==> config.mk <==
export PLATFORM = sky130hd
export DESIGN_NAME = bypass_hazard_ctl
export DESIGN_NICKNAME = d
export VERILOG_FILES = /design/src/rtl/bypass_hazard_ctl.sv
export SDC_FILE = /design/constraint.sdc
export NUM_CORES = 1
export LEC_CHECK = 0
export ABC_AREA = 1
export BUFFER_PORTS_ARGS = -buffer_cell sky130_fd_sc_hd__buf_2
export CAP_MARGIN = 10
export CORE_MARGIN = 3
export CORE_UTILIZATION = 30
export CTS_CLUSTER_DIAMETER = 60
export CTS_CLUSTER_SIZE = 8
export DETAILED_ROUTE_END_ITERATION = 10
export HOLD_SLACK_MARGIN = 0.06
export PLACE_DENSITY_LB_ADDON = 0.15
export SLEW_MARGIN = 20
export SYNTH_ARGS = -nofsm -noshare
export SYNTH_HDL_FRONTEND = slang
export SYNTH_SLANG_ARGS = --single-unit
==> constraint.sdc <==
create_clock -name clk -period 0.9 [get_ports clk]
set_input_delay 0.18 -clock clk [delete_from_list [all_inputs] [get_ports clk]]
set_output_delay 0.18 -clock clk [all_outputs]
set_load 0.02 [all_outputs]
==> src/rtl/bypass_hazard_ctl.sv <==
module bypass_hazard_ctl #(
  parameter int RW = 5
) (
  input  logic          clk,
  input  logic          rst_n,
  input  logic [RW-1:0] ex_src_a,
  input  logic [RW-1:0] ex_src_b,
  input  logic [RW-1:0] dec_src_a,
  input  logic [RW-1:0] dec_src_b,
  input  logic [RW-1:0] ex_dst,
  input  logic          ex_is_load,
  input  logic [RW-1:0] mem_dst,
  input  logic          mem_wr,
  input  logic [RW-1:0] wb_dst,
  input  logic          wb_wr,
  output logic [1:0]    sel_a,
  output logic [1:0]    sel_b,
  output logic          hold,
  output logic          bubble
);
  localparam logic [RW-1:0] ZERO = '0;

  logic mem_live, wb_live, load_use, stalled_q;

  assign mem_live = mem_wr && (mem_dst != ZERO);
  assign wb_live  = wb_wr  && (wb_dst  != ZERO);

  function automatic logic [1:0] pick(input logic [RW-1:0] src,
                                      input logic m_ok, input logic [RW-1:0] m_dst,
                                      input logic w_ok, input logic [RW-1:0] w_dst);
    if (m_ok && m_dst == src)      return 2'b10;
    else if (w_ok && w_dst == src) return 2'b01;
    else                           return 2'b00;
  endfunction

  assign sel_a = pick(ex_src_a, mem_live, mem_dst, wb_live, wb_dst);
  assign sel_b = pick(ex_src_b, mem_live, mem_dst, wb_live, wb_dst);

  assign load_use = ex_is_load && (ex_dst != ZERO) &&
                    ((ex_dst == dec_src_a) || (ex_dst == dec_src_b));

  always_ff @(posedge clk) begin
    if (!rst_n) stalled_q <= 1'b0;
    else        stalled_q <= hold;
  end

  assign hold   = load_use && !stalled_q;
  assign bubble = hold;
endmodule


==> qor.yml <==
grt_first_pass_wirelength_um: 2720
synth.avg_cell_area_um2: 5.43
drt_iter0_markers: 4
peakVddDrop_uv: 331
dpl_cell_area_um2: 861
synth.lib_cells_used.distinct: 16
worstPathArrival_ps: 990
io_buffer_count: 45
postSynthCellCount: 99
p_leak_uw: 0.000618
global_routing_usage_summed_across_all_routing_layers_pct: 13.9
totalPowerFinal_uw: 591
critical_path.slowest_cell: "sky130_fd_sc_hd__nor3_4"
critPathRequiredTime_ps: 720
design.die.area_mm2: 0.00234
post-dp-hpwl_um: 1420
postLayoutCellArea_mm2: 0.00121
ys.warnings.count: 0
worstSetupStartpointType: "input port"
final.setup.tns_ps: -1580
reg2reg_setup_slack_ps: 110
route.detailed.wl_per_inst_um: 10.9
chip_width_um: 48.4
tightestPinTransition_ps: 214
hold_viol_final: 0
antennaDiodeCount: 0
final_period_util_pct: 130
cp_top_family: "simple AND/OR/NAND/NOR gates"
clk_pin_slew_worst_paths_ps: 0
grt_pass1_vias: 626
cpPeakStageDelay_ps: 240
finalCoreUtilization_pct: 76.1
postCtsSetupBuffers: 0
hp_class: "in -> reg"
final-setup-viol-count: 7
setup_slack_ps: -267
final_worst_clock_skew_ps: 0
worstPathMaxFanout: 3
final.min_clock_period_ps: 1170
antenna_found_initial: 0
max_ffs_per_register: 1
regMostFlops: "stalled_q"
crit_buf_inv: 2
drt_pass1_iterations: 3
synth_seq_cells: 1
placeableCoreArea_mm2: 0.00159
timing.slew.headroom_pct: 85.7
wl_um: 1840
synth_sequential_area_ratio_pct: 3.72
num_rows: 14
worstSetupPathType: "in -> out"
drive_gt1_share_pct: 63.4
path_cells: "buf_12, xnor2_4, nand3_2, nor3_4, nor2_4, buf_6"
global_route.overflow_total: 0
grt_start_max_net_pins: 6
outcome: "finished, violations left"
max-cap-violations: 0
area_growth_pct: 125
postSynthNetCount: 139
finalWeightedCongestion: 0.764
netlist_area_um2: 538
post_cts_hold_buffer_count: 0
post-route-drc-count: 0
pwr_density_mw_per_mm2: 487
post_drt_via_cell_ratio: 4.40
unrepaired_setup_endpoints_after_global_routing: "yes"
design.final.nets: 187
violations: "setup timing"
reg_top3: "stalled_q (1)"
detailroute.via_count: 743
worst_setup_path_end_kind: "output port"
timing.fmax_mhz: 857
die_h_um: 48.4
antenna_violating_nets_post_route: 0
initial_utilization_pct: 33.8
clk_latency_ps: 0
i_o_pins: 46
slew_violations: 0
==> worst paths after layout <==
path              startpoint         to  cells past startpoint
hold reg to reg    stalled_q  stalled_q                      5
setup reg to reg   stalled_q  stalled_q                      5
setup / recovery  mem_dst[4]   sel_a[0]                      6
hold / removal         rst_n  stalled_q                      3
==> worst reg2reg max path, cell delays in order (launching register included) <==
cell	delay, ps
sky130_fd_sc_hd__dfxtp_1	270
sky130_fd_sc_hd__nand3b_1	140
sky130_fd_sc_hd__inv_1	70
sky130_fd_sc_hd__nand2_2	80
sky130_fd_sc_hd__buf_6	120
sky130_fd_sc_hd__nor2_2	60
==> Yosys cell counts (all sizes together) <==
| cell | count | area (um2) |
|---|---|---|
| xor2 | 6 | 52.6 |
| nor3 | 4 | 30.0 |
| xnor2 | 16 | 140 |
| nand2 | 30 | 115 |
| nand3 | 5 | 25.0 |
| o21ai | 2 | 13.8 |
| nand3b | 1 | 7.51 |
| buf | 1 | 7.51 |
| inv | 14 | 52.6 |
| nor2 | 19 | 73.8 |
| dfxtp | 1 | 20.0 |
==> layout by cell type (no fill, tap or decap), drive strengths merged, types with 2 or more instances in the layout <==
cell type	Yosys	final
xnor2	16	16
o21ai	2	2
xor2	6	6
nand3	5	5
nor3	4	4
nor2	19	19
inv	14	14
nand2	30	30
buf	1	47
==> through the flow <==
stage | hold WS (ps) | setup WS, ps | instances
final | 404 | -267 | 169
after global routing | 419 | -325 | 169
after CTS | 406 | -287 | 169
after detailed placement | 406 | -382 | 169
after global placement | 401 | -384 | 169
after floorplan | 307 | -101 | 99
==> layout make-up <==
| class | instances | area (um2) |
|---|---|---|
| Multi-Input combinational cell | 83 | 666 |
| Fill cell | 126 | 382 |
| Inverter | 14 | 57.6 |
| Tap cell | 24 | 30.0 |
| Sequential cell | 1 | 20.0 |
| Timing Repair Buffer | 47 | 439 |
==> timing repair <==
item,CTS,global route
endpoints found under the setup margin,7,7
resized for setup,52,39
cloned,0,0
pin swaps,26,19
==> where the power goes <==
group | switching (uW) | internal, uW | total [uW]
combinational | 241 | 303 | 545
sequential | 0.112 | 46.1 | 46.2
clock | 0 | 0 | 0
total | 242 | 349 | 591
==> metal layers <==
layer	track usage, %	vias up	share of wire, %	routed length (um)
met3	1.23	0	4.4	81
li1	-	390	-	-
met4	0	0	0	0
met1	18.6	332	40	730
met2	25.7	21	56	1030
met5	0	-	0	0
==> cell families (layout without fill, tap and decap cells) <==
logic type	after synthesis	after routing	share of synthesized area [%]
compound gates	2	2	2.56
xor+xnor	22	22	35.8
buf+inv	15	61	11.2
flops	1	1	3.72
simple gates	59	59	46.7
No activity file was read; power rests on OpenSTA's default activity.
